## src/rtl/fskd_pkg.sv

```systemverilog
`timescale 1ns/1ps
package fskd_pkg;
  typedef enum logic [1:0] {
    CLS_BAD   = 2'd0,
    CLS_SPACE = 2'd1,
    CLS_MARK  = 2'd2
  } cls_e;
endpackage

```

## src/rtl/fskd_period_meter.sv

```systemverilog
`timescale 1ns/1ps
module fskd_period_meter import fskd_pkg::*; #(
  parameter int CLK_HZ      = 3579545,
  parameter int MARK_HZ     = 1200,
  parameter int SPACE_HZ    = 2200,
  parameter int SYNC_STAGES = 2
) (
  input  logic clk,
  input  logic rst_n,
  input  logic active_i,
  input  logic line_i,
  output logic cls_vld_o,
  output cls_e cls_o
);
  localparam int SP_HALF = CLK_HZ / (2 * SPACE_HZ);
  localparam int MK_HALF = CLK_HZ / (2 * MARK_HZ);
  localparam int SP_LO   = SP_HALF - SP_HALF / 4;
  localparam int SPLIT   = (SP_HALF + MK_HALF) / 2;
  localparam int MK_HI   = MK_HALF + MK_HALF / 4;
  localparam int CNT_SAT = MK_HI + 1;
  localparam int CW      = $clog2(CNT_SAT + 1);
  localparam logic [CW-1:0] SP_LO_C = CW'(SP_LO);
  localparam logic [CW-1:0] SPLIT_C = CW'(SPLIT);
  localparam logic [CW-1:0] MK_HI_C = CW'(MK_HI);
  localparam logic [CW-1:0] SAT_C   = CW'(CNT_SAT);

  logic [SYNC_STAGES-1:0] sync_q, sync_d;
  logic                   prev_q;
  logic                   line_s, edge_w;
  logic [CW-1:0]          cnt_q, cnt_d;
  logic                   armed_q, armed_d;
  logic                   vld_q, vld_d;
  cls_e                   cls_q, cls_d;

  function automatic cls_e classify(input logic [CW-1:0] n);
    if (n >= SP_LO_C && n < SPLIT_C)       classify = CLS_SPACE;
    else if (n >= SPLIT_C && n <= MK_HI_C) classify = CLS_MARK;
    else                                   classify = CLS_BAD;
  endfunction

  assign sync_d = {sync_q[SYNC_STAGES-2:0], line_i};
  assign line_s = sync_q[SYNC_STAGES-1];
  assign edge_w = line_s ^ prev_q;

  always_comb begin
    cnt_d   = cnt_q;
    armed_d = armed_q;
    vld_d   = 1'b0;
    cls_d   = cls_q;
    if (!active_i) begin
      cnt_d   = '0;
      armed_d = 1'b0;
    end else if (edge_w) begin
      cnt_d   = CW'(1);
      armed_d = 1'b1;
      if (armed_q) begin
        vld_d = 1'b1;
        cls_d = classify(cnt_q);
      end
    end else if (cnt_q != SAT_C) begin
      cnt_d = cnt_q + CW'(1);
    end
  end

  always_ff @(posedge clk or negedge rst_n) begin
    if (!rst_n) begin
      sync_q  <= '0;
      prev_q  <= 1'b0;
      cnt_q   <= '0;
      armed_q <= 1'b0;
      vld_q   <= 1'b0;
      cls_q   <= CLS_BAD;
    end else begin
      sync_q  <= sync_d;
      prev_q  <= line_s;
      cnt_q   <= cnt_d;
      armed_q <= armed_d;
      vld_q   <= vld_d;
      cls_q   <= cls_d;
    end
  end

  assign cls_vld_o = vld_q;
  assign cls_o     = cls_q;

  // Overlong intervals stay saturated until an edge, so they classify as invalid
  assert_sat_hold_R4: assert property (@(posedge clk) disable iff (!rst_n)
    (active_i && cnt_q == SAT_C && !edge_w) |=> (cnt_q == SAT_C));
endmodule

```

## src/rtl/fskd_vote.sv

```systemverilog
`timescale 1ns/1ps
module fskd_vote import fskd_pkg::*; #(
  parameter int VOTES = 3
) (
  input  logic clk,
  input  logic rst_n,
  input  logic active_i,
  input  logic cls_vld_i,
  input  cls_e cls_i,
  output logic data_o
);
  localparam int CW = $clog2(VOTES + 1);
  localparam logic [CW-1:0] HALF_C = CW'(VOTES / 2);

  logic [VOTES-1:0] hist_q, hist_d;
  logic             data_q, data_d;
  logic [CW-1:0]    ones;
  logic             take;

  assign take = cls_vld_i && (cls_i != CLS_BAD);

  always_comb begin
    hist_d = hist_q;
    if (!active_i)  hist_d = '1;
    else if (take)  hist_d = {hist_q[VOTES-2:0], (cls_i == CLS_MARK)};
  end

  always_comb begin
    ones = '0;
    for (int i = 0; i < VOTES; i++) ones = ones + CW'(hist_d[i]);
  end

  always_comb begin
    data_d = data_q;
    if (!active_i || take) data_d = (ones > HALF_C);
  end

  always_ff @(posedge clk or negedge rst_n) begin
    if (!rst_n) begin
      hist_q <= '1;
      data_q <= 1'b1;
    end else begin
      hist_q <= hist_d;
      data_q <= data_d;
    end
  end

  assign data_o = data_q;

  // Data can move only when a valid classification arrives
  assert_vote_hold_R5: assert property (@(posedge clk) disable iff (!rst_n)
    (active_i && !take) |=> $stable(data_q));
endmodule

```

## src/rtl/fskd_carrier.sv

```systemverilog
`timescale 1ns/1ps
module fskd_carrier import fskd_pkg::*; #(
  parameter int CLK_HZ  = 3579545,
  parameter int TICK_HZ = 4000,
  parameter int QUAL_US = 5000,
  parameter int REL_US  = 7500,
  parameter int GAP_CYC = 1864
) (
  input  logic clk,
  input  logic rst_n,
  input  logic active_i,
  input  logic cls_vld_i,
  input  cls_e cls_i,
  output logic det_o
);
  localparam int TICK_CYC   = CLK_HZ / TICK_HZ;
  localparam int QUAL_TICKS = (QUAL_US * TICK_HZ) / 1000000;
  localparam int REL_TICKS  = (REL_US * TICK_HZ) / 1000000;
  localparam int GAP_TICKS  = (GAP_CYC + TICK_CYC - 1) / TICK_CYC + 1;
  localparam int PW = $clog2(TICK_CYC);
  localparam int QW = $clog2(QUAL_TICKS + 1);
  localparam int IW = $clog2(REL_TICKS + 1);
  localparam logic [PW-1:0] TICK_END = PW'(TICK_CYC - 1);
  localparam logic [QW-1:0] QUAL_C   = QW'(QUAL_TICKS);
  localparam logic [IW-1:0] REL_C    = IW'(REL_TICKS);
  localparam logic [IW-1:0] GAP_C    = IW'(GAP_TICKS);

  logic [PW-1:0] pre_q, pre_d;
  logic [QW-1:0] qual_q, qual_d;
  logic [IW-1:0] idle_q, idle_d;
  logic          run_q, run_d;
  logic          det_q, det_d;
  logic          tick, good, bad;

  assign tick = (pre_q == TICK_END);
  assign good = cls_vld_i && (cls_i != CLS_BAD);
  assign bad  = cls_vld_i && (cls_i == CLS_BAD);

  always_comb begin
    pre_d  = '0;
    qual_d = '0;
    idle_d = '0;
    run_d  = 1'b0;
    det_d  = 1'b0;
    if (active_i) begin
      pre_d  = tick ? '0 : pre_q + PW'(1);
      run_d  = run_q;
      idle_d = idle_q;
      det_d  = det_q;
      if (good)                          begin idle_d = '0; run_d = 1'b1; end
      else if (tick && idle_q != REL_C)  idle_d = idle_q + IW'(1);
      if (bad)                           run_d = 1'b0;
      if (idle_d >= GAP_C)               run_d = 1'b0;
      if (!run_d)                        qual_d = '0;
      else if (tick && !det_q && qual_q != QUAL_C) qual_d = qual_q + QW'(1);
      else                               qual_d = qual_q;
      if (!det_q && qual_d == QUAL_C)    det_d = 1'b1;
      if (det_q && idle_d == REL_C)      det_d = 1'b0;
    end
  end

  always_ff @(posedge clk or negedge rst_n) begin
    if (!rst_n) begin
      pre_q  <= '0;
      qual_q <= '0;
      idle_q <= '0;
      run_q  <= 1'b0;
      det_q  <= 1'b0;
    end else begin
      pre_q  <= pre_d;
      qual_q <= qual_d;
      idle_q <= idle_d;
      run_q  <= run_d;
      det_q  <= det_d;
    end
  end

  assign det_o = det_q;

  assert_qual_in_run_R6: assert property (@(posedge clk) disable iff (!rst_n)
    $rose(det_q) |-> run_q);
  assert_valid_keeps_R7: assert property (@(posedge clk) disable iff (!rst_n)
    (active_i && det_q && good) |=> det_q);
  assert_idle_clears_R8: assert property (@(posedge clk) disable iff (!rst_n)
    !active_i |=> (!det_q && qual_q == '0 && !run_q));
endmodule

```

## src/rtl/fsk_line_demod.sv

```systemverilog
`timescale 1ns/1ps
module fsk_line_demod import fskd_pkg::*; #(
  parameter int CLK_HZ      = 3579545,
  parameter int MARK_HZ     = 1200,
  parameter int SPACE_HZ    = 2200,
  parameter int TICK_HZ     = 4000,
  parameter int QUAL_US     = 5000,
  parameter int REL_US      = 7500,
  parameter int VOTES       = 3,
  parameter int SYNC_STAGES = 2
) (
  input  logic clk,
  input  logic rst_n,
  input  logic line_i,
  input  logic rx_en,
  input  logic pwr_dn,
  output logic data_o,
  output logic carrier_n_o
);
  localparam int MK_HALF = CLK_HZ / (2 * MARK_HZ);
  localparam int MK_HI   = MK_HALF + MK_HALF / 4;

  logic [1:0] rst_sync_q;
  logic       rst_n_s;
  logic       active;
  logic       cls_vld;
  cls_e       cls;
  logic       vote_bit;
  logic       det;

  always_ff @(posedge clk or negedge rst_n) begin
    if (!rst_n) rst_sync_q <= '0;
    else        rst_sync_q <= {rst_sync_q[0], 1'b1};
  end
  assign rst_n_s = rst_sync_q[1];
  assign active  = rx_en && !pwr_dn;

  fskd_period_meter #(
    .CLK_HZ(CLK_HZ), .MARK_HZ(MARK_HZ), .SPACE_HZ(SPACE_HZ), .SYNC_STAGES(SYNC_STAGES)
  ) u_meter (
    .clk(clk), .rst_n(rst_n_s), .active_i(active), .line_i(line_i),
    .cls_vld_o(cls_vld), .cls_o(cls)
  );

  fskd_vote #(.VOTES(VOTES)) u_vote (
    .clk(clk), .rst_n(rst_n_s), .active_i(active),
    .cls_vld_i(cls_vld), .cls_i(cls), .data_o(vote_bit)
  );

  fskd_carrier #(
    .CLK_HZ(CLK_HZ), .TICK_HZ(TICK_HZ), .QUAL_US(QUAL_US), .REL_US(REL_US), .GAP_CYC(MK_HI)
  ) u_carrier (
    .clk(clk), .rst_n(rst_n_s), .active_i(active),
    .cls_vld_i(cls_vld), .cls_i(cls), .det_o(det)
  );

  assign carrier_n_o = !(active && det);
  assign data_o      = !(active && det) || vote_bit;

  // An invalid classification never starts the carrier
  assert_bad_no_start_R4: assert property (@(posedge clk) disable iff (!rst_n_s)
    (carrier_n_o && active && cls_vld && cls == CLS_BAD) |=> carrier_n_o);
endmodule

```

## config.mk

```make
export PLATFORM = sky130hd
export DESIGN_NAME = fsk_line_demod
export DESIGN_NICKNAME = d
export VERILOG_FILES = /design/src/rtl/fskd_pkg.sv /design/src/rtl/fskd_period_meter.sv /design/src/rtl/fskd_vote.sv /design/src/rtl/fskd_carrier.sv /design/src/rtl/fsk_line_demod.sv
export SDC_FILE = /design/constraint.sdc
export NUM_CORES = 1
export LEC_CHECK = 0
export BUFFER_PORTS_ARGS = -buffer_cell sky130_fd_sc_hd__buf_2
export CAP_MARGIN = 40
export CORE_ASPECT_RATIO = 1.75
export CORE_MARGIN = 1
export CORE_UTILIZATION = 29
export CTS_CLUSTER_SIZE = 16
export DETAILED_ROUTE_END_ITERATION = 8
export GPL_TIMING_DRIVEN = 0
export PLACE_DENSITY = 0.52
export SLEW_MARGIN = 20
export SYNTH_ARGS = -nofsm -noshare
export SYNTH_HDL_FRONTEND = slang
export SYNTH_SLANG_ARGS = --single-unit
export TNS_END_PERCENT = 10
```

## constraint.sdc

```tcl
create_clock -name clk -period 2.47 [get_ports clk]
set_clock_uncertainty 0.2 [all_clocks]
set_input_delay 0.3705 -clock clk [delete_from_list [all_inputs] [get_ports clk]]
set_output_delay 0.3705 -clock clk [all_outputs]
set_load 0.005 [all_outputs]
```

# ---- Yosys cells after proc, flatten, opt, wreduce, memory -nomap -nowiden
# Cells that the tools add are included.
# Widths: inputs -> output; s select.
dict set report op_classes {
  n_bitwise 1
  order_cmp 6
  n_addsub 6
  n_mul 0
  muxes 30
  n_reduce_logical 20
  shifts 0
  n_div 0
  n_eq_ne 10
}
# operator n
set op_table {}
lappend op_table {{$mux 5} 8}
lappend op_table {{$mux 11} 3}
lappend op_table {{$mux 10} 2}
lappend op_table {{$mux 1} 13}
lappend op_table {{$add 11x1->11 const B} 1}
lappend op_table {{$ge 11x10->1 const B} 1}
lappend op_table {{$ge 11x11->1 const B} 1}
lappend op_table {{$le 11x11->1 const B} 1}
lappend op_table {{$logic_and 1x1->1} 11}
lappend op_table {{$lt 11x11->1 const B} 1}
lappend op_table {{$ne 11x11->1 const B} 1}
lappend op_table {{$add 10x1->10 const B} 1}
lappend op_table {{$add 5x1->5 const B} 2}
lappend op_table {{$eq 10x10->1 const B} 1}
lappend op_table {{$eq 5x5->1 const B} 2}
lappend op_table {{$ne 5x5->1 const B} 2}
lappend op_table {{$mux 3} 2}
lappend op_table {{$ne 3x1->1 const B} 2}
lappend op_table {{$ge 5x3->1 const B} 1}
lappend op_table {{$logic_not 1->1} 4}
lappend op_table {{$mux 2} 2}
lappend op_table {{$reduce_and 3->1} 1}
lappend op_table {{$add 1x1->2} 1}
lappend op_table {{$add 2x1->2} 1}
lappend op_table {{other kinds (7)} 8}
dict set report totals {
  romBits 0
  latch_bits 0
  ramBits 0
  memories 0
  ff_bits 46
}

# ---- Depth between registers and ports, before layout
dict set report depth {
  word_depth 15
  mapped_depth 9
}

# ---- By module
# A second synthesis with hierarchy kept.
dict set report unflattened {
  hier_cells 252
  hier_area_um2 2549.9
}
# module instances area_each_um2 cells_per_inst
set modules_own_cells {}
lappend modules_own_cells {fskd_carrier 1 1361.3 138}
lappend modules_own_cells {fskd_period_meter 1 914.6 91}
lappend modules_own_cells {fskd_vote 1 192.7 17}
lappend modules_own_cells {fsk_line_demod 1 81.3 6}

# ---- Worst setup path after synthesis
# OpenSTA, ideal clock, no wires.
dict set report synth_timing {
  kind {reg2reg}
  start {register u_carrier.idle_q[0]}
  end {register u_carrier.det_q (netlist: u_carrier.det_o)}
  setup_ns 0.135
  period_less_slack_ns 2.321
  path_buffers 0
  stages_incl_launch_ff 9
  arrival_ns 1.986
  path_slack_ns 0.149
  cell_sequence {dfrtp_1 inv_1 ha_1 and4_2 nor4_4 and3_1 o21ai_2 o311ai_1 o31ai_1}
}
dict set report synth_via {
  elab_chain_len 13
  elab_cells_between_ends 18
}
# element line_no
set synth_rtl {}
lappend synth_rtl {{start: declaration} fskd_carrier.sv:30} ;# logic [IW-1:0] idle_q, idle_d;
lappend synth_rtl {{start signal: assignment} fskd_carrier.sv:72} ;# idle_q <= idle_d;
lappend synth_rtl {{branches (longest 2 deep; another with $add 5x1->5)} --}
lappend synth_rtl {{$mux 5 *} fskd_carrier.sv:51} ;# else if (tick && idle_q != REL_C) idle_d = idle_q + IW'(1);
lappend synth_rtl {{$mux 5 *} fskd_carrier.sv:50} ;# if (good) begin idle_d = '0; run_d = 1'b1; end
lappend synth_rtl {{$mux 5 *} fskd_carrier.sv:45} ;# if (active_i) begin
lappend synth_rtl {{$ge 5x3->1} fskd_carrier.sv:53} ;# if (idle_d >= GAP_C) run_d = 1'b0;
lappend synth_rtl {{$mux 1} fskd_carrier.sv:53}
lappend synth_rtl {{$mux 1} fskd_carrier.sv:45}
lappend synth_rtl {{$mux 5} fskd_carrier.sv:54} ;# if (!run_d) qual_d = '0;
lappend synth_rtl {{$mux 5} fskd_carrier.sv:45}
lappend synth_rtl {{$eq 5x5->1} fskd_carrier.sv:57} ;# if (!det_q && qual_d == QUAL_C) det_d = 1'b1;
lappend synth_rtl {{$logic_and 1x1->1} fskd_carrier.sv:57}
lappend synth_rtl {{$ne 3x1->1 (no source line)} --}
lappend synth_rtl {{end signal: assignment} fskd_carrier.sv:74} ;# det_q <= det_d;
lappend synth_rtl {{end: declaration} fskd_carrier.sv:32} ;# logic det_q, det_d;
# Mark *: on every way between the ends. The select of a mux whose other input is x is not followed.
# A chain may end at the register's enable or synchronous reset.

# ---- Worst setup path in the final report
# Ends and elaborated chain as after synthesis.

==> metrics.yaml <==
clk_path_buf_depth: 2
synth_edf_count: 0
core_um2: 7910
path_max_fanout: 6
async_reset_ff_share_pct: 100
drive_above_1_share_pct: 16.0
cap_violations: 0
timing.fmax_mhz: 419
detailed_place_hpwl_um: 3440
area_growth_pct: 17.9
synth-seq-area-share_pct: 48.6
synth_compound_area_share_pct: 9.26
ys.warnings.count: 0
gp_congestion: 0.762
synth_fp_nets: 250
die_w_um: 70.4
critPathArrivalTime_ns: 2.34
grt_start_max_net_pins: 24
peakVddDrop_mv: 0.577
run_status: "finished clean"
period_needed_ns: 2.38
die_h_um: 122
critPathMaxStageDelay_ns: 0.35
final_max_slew_viol_count: 0
num_vias: 1696
ant_nets: 0
drt-total-wl_um: 4730
cp_slowest_cell: "dfrtp_1"
synth_top_area_share_pct: 44.2
setup_viol: 0
synth_top_cell_by_area: "dfrtp_1"
regToRegStartpoint: "u_carrier.idle_q[0]$_DFF_PN0_"
root_buffer: "clkbuf_16"
cp.required_ns: 2.43
fin_ws_ns: 0.0861
synth.distinct_cells: 52
reg2reg_slack_ns: 0.09
rsz0062_at_grt: "false"
yosys.area_share.simple_pct: 24.5
worst-setup-path-type: "reg -> reg"
drt_drc_violations_left: 0
reg2reg_depth: 9
tns_ns: 0
antenna_found_initial: 0
routedWlPerCell_um: 13.6
cp_num_buf_inv: 2
firstDrtPassIters: 4
cts.sinks: 46
fin_crit_sh_pct: 96.5
preCtsSetupSlack_ns: -0.190
synth_area_per_cell_um2: 10.1
switchingPower_mw: 0.318
clkLatencyLatePin_ns: 0.28
synth_xor_area_share_pct: 8.11
synthMuxAreaShare_pct: 1.74
layout.nets: 270
num_rows: 43
pin_count: 7
worstMarginPinSlew_ns: 0.739
clockPowerShare_pct: 46.6
pwr-share-seq_pct: 49.8
diodes: 0
port_buffers: 6
synthTopCellsByArea: "dfrtp_1 (44%), nor2_1 (6.2%), ha_1 (4.7%)"
worstPathCellList: "inv_1, ha_1, and4_4, nor4_4, buf_4, nor3b_4, o22ai_2, o311ai_1, o31ai_2"
grt.total_usage_pct: 12.0
h-tree-depth: 2
synth_top_family_by_area: "simple AND/OR/NAND/NOR gates"
cts_tree: "built"
powerDensity_nw_per_um2: 568
grt_pass1_vias: 1818
cts.clk_slew.worst_paths_ns: 0.06
drtIter0Drc: 52
initial_utilization_pct: 30.1
leakage_nw: 1.17
synth_cells: 236
synth-main-ff-cell: "dfrtp_1"
syn-cell-area_um2: 2380
grt_pass1_wl_um: 8090
slew-limit-headroom_pct: 50.4
min_path_type: "reg -> async"
instances_no_fill: 347
critical_path.top_delay_family: "simple AND/OR/NAND/NOR gates"
power_mw: 1.59
ys_ff_latch: 46
swShare_pct: 20.0
synthAdderAreaFrac_pct: 4.74
cts_made_buffers: 5
synthTopCellsByCount: "dfrtp_1 (42), nor2_1 (39), inv_1 (13), nand2_1 (13)"
dp_cells: 333
finalHoldViolCount: 0
yosysMostFrequentCell: "dfrtp_1"
comb_power_share_pct: 3.6
startpoint_type: "flip-flop"
r2r-end: "u_carrier.det_o$_DFFE_PN0P_"
endpoint_kind: "flip-flop"
via_per_inst: 4.89
overflow: 0
dieArea_um2: 8580
internal-power_mw: 1.27
[stage by stage]
stage                     hold slack (ns)  instance area (um2)  util [%]
after floorplan                    -0.125                 2380         -
after global placement            -0.0446                 2520      31.9
after detailed placement          -0.0412                 2550      32.2
after CTS                          0.0754                 2760      34.9
after global routing                0.109                 2800      35.4
final                              0.0570                 2800      35.4
[sequential cells by signal (all words and copies together) (netlist names), 2 cells and up]
register	flops
u_meter.sync_q	2
u_meter.cnt_q	11
u_vote.hist_q	3
u_carrier.pre_q	10
u_carrier.idle_q	5
rst_sync_q	2
u_meter.cls_o	2
u_carrier.qual_q	5
[power groups by stage]
stage          registers [mW]  clock network, mW  logic [mW]
2_1_floorplan           0.807                  0      0.0313
3_3_place_gp            0.814                  0      0.0429
3_5_place_dp            0.809                  0      0.0558
4_1_cts                 0.795              0.769      0.0585
5_1_grt                 0.798              0.799      0.0664
6_report                0.794              0.743      0.0567
[cell families (layout without fill, tap and decap cells)]
family                     count (synthesis)  count (layout)
AOI/OAI and AO/OA                         34              34
xor gates and xnor gates                  22              22
adders and majority gates                  9               9
buffers and inverters                     16              37
DFF                                       46              46
muxes                                      4               4
other                                      1               1
and+or+nand+nor                          104             104
[placed cells by master (no fill, tap or decap), drive strengths merged, types with 8 or more instances in the layout]
master / count
nand3: 14
clkbuf: 8
inv: 13
nand2: 14
o21ai: 9
xnor2: 11
buf: 13
dfrtp: 42
nor2: 39
ha: 9
a21oi: 13
xor2: 11
[area by class of cell]
cell class / count / area (um2)
fill: 783 / 5110
multi-input combinational: 174 / 1190
sequential: 46 / 1160
clock buffer: 7 / 133
tap: 90 / 113
timing repair buffer: 13 / 108
inverter: 13 / 48.8
clock inverter: 1 / 30.0
buffer: 3 / 20.0
[worst register-to-register path: cells and delay by family, from the launching register on]
family | cells | cell delay, ns
AND/OR/NAND/NOR | 3 | 0.66
flip-flops | 1 | 0.35
buffers and inverters | 2 | 0.26
AO/OA/AOI/OAI | 3 | 0.56
adder cells (fa/ha/maj) | 1 | 0.23
[per-layer routing]
metal	track usage [%]	routed length [um]
met2	24.5	2790
met3	1.65	65
met1	11.1	1800
met4	5.63	82
met5	0	0
[repair_timing]
action / CTS / global route
gates resized for setup: 1 / 7
hold endpoints to repair: 3 / 0
pin swaps: 1 / 1
setup buffers: 3 / 1
setup endpoints to repair: 7 / 1
hold buffers: 2 / 0
[worst max path at each step]
stage,from,end,slack (ns),cells after the start
after global routing,u_carrier.idle_q[0]$_DFF_PN0_,u_carrier.det_o$_DFFE_PN0P_,0.003,9
after detailed placement,u_carrier.idle_q[0]$_DFF_PN0_,u_carrier.det_o$_DFFE_PN0P_,-0.19,8
after CTS,u_carrier.pre_q[0]$_DFF_PN0_,u_carrier.det_o$_DFFE_PN0P_,0.02,8
after floorplan,u_carrier.idle_q[0]$_DFF_PN0_,u_carrier.det_o$_DFFE_PN0P_,0.15,8
after global placement,u_carrier.idle_q[0]$_DFF_PN0_,u_carrier.det_o$_DFFE_PN0P_,-0.20,8
final,u_carrier.idle_q[0]$_DFF_PN0_,u_carrier.det_o$_DFFE_PN0P_,0.09,9
(Power assumes the default switching activity.)
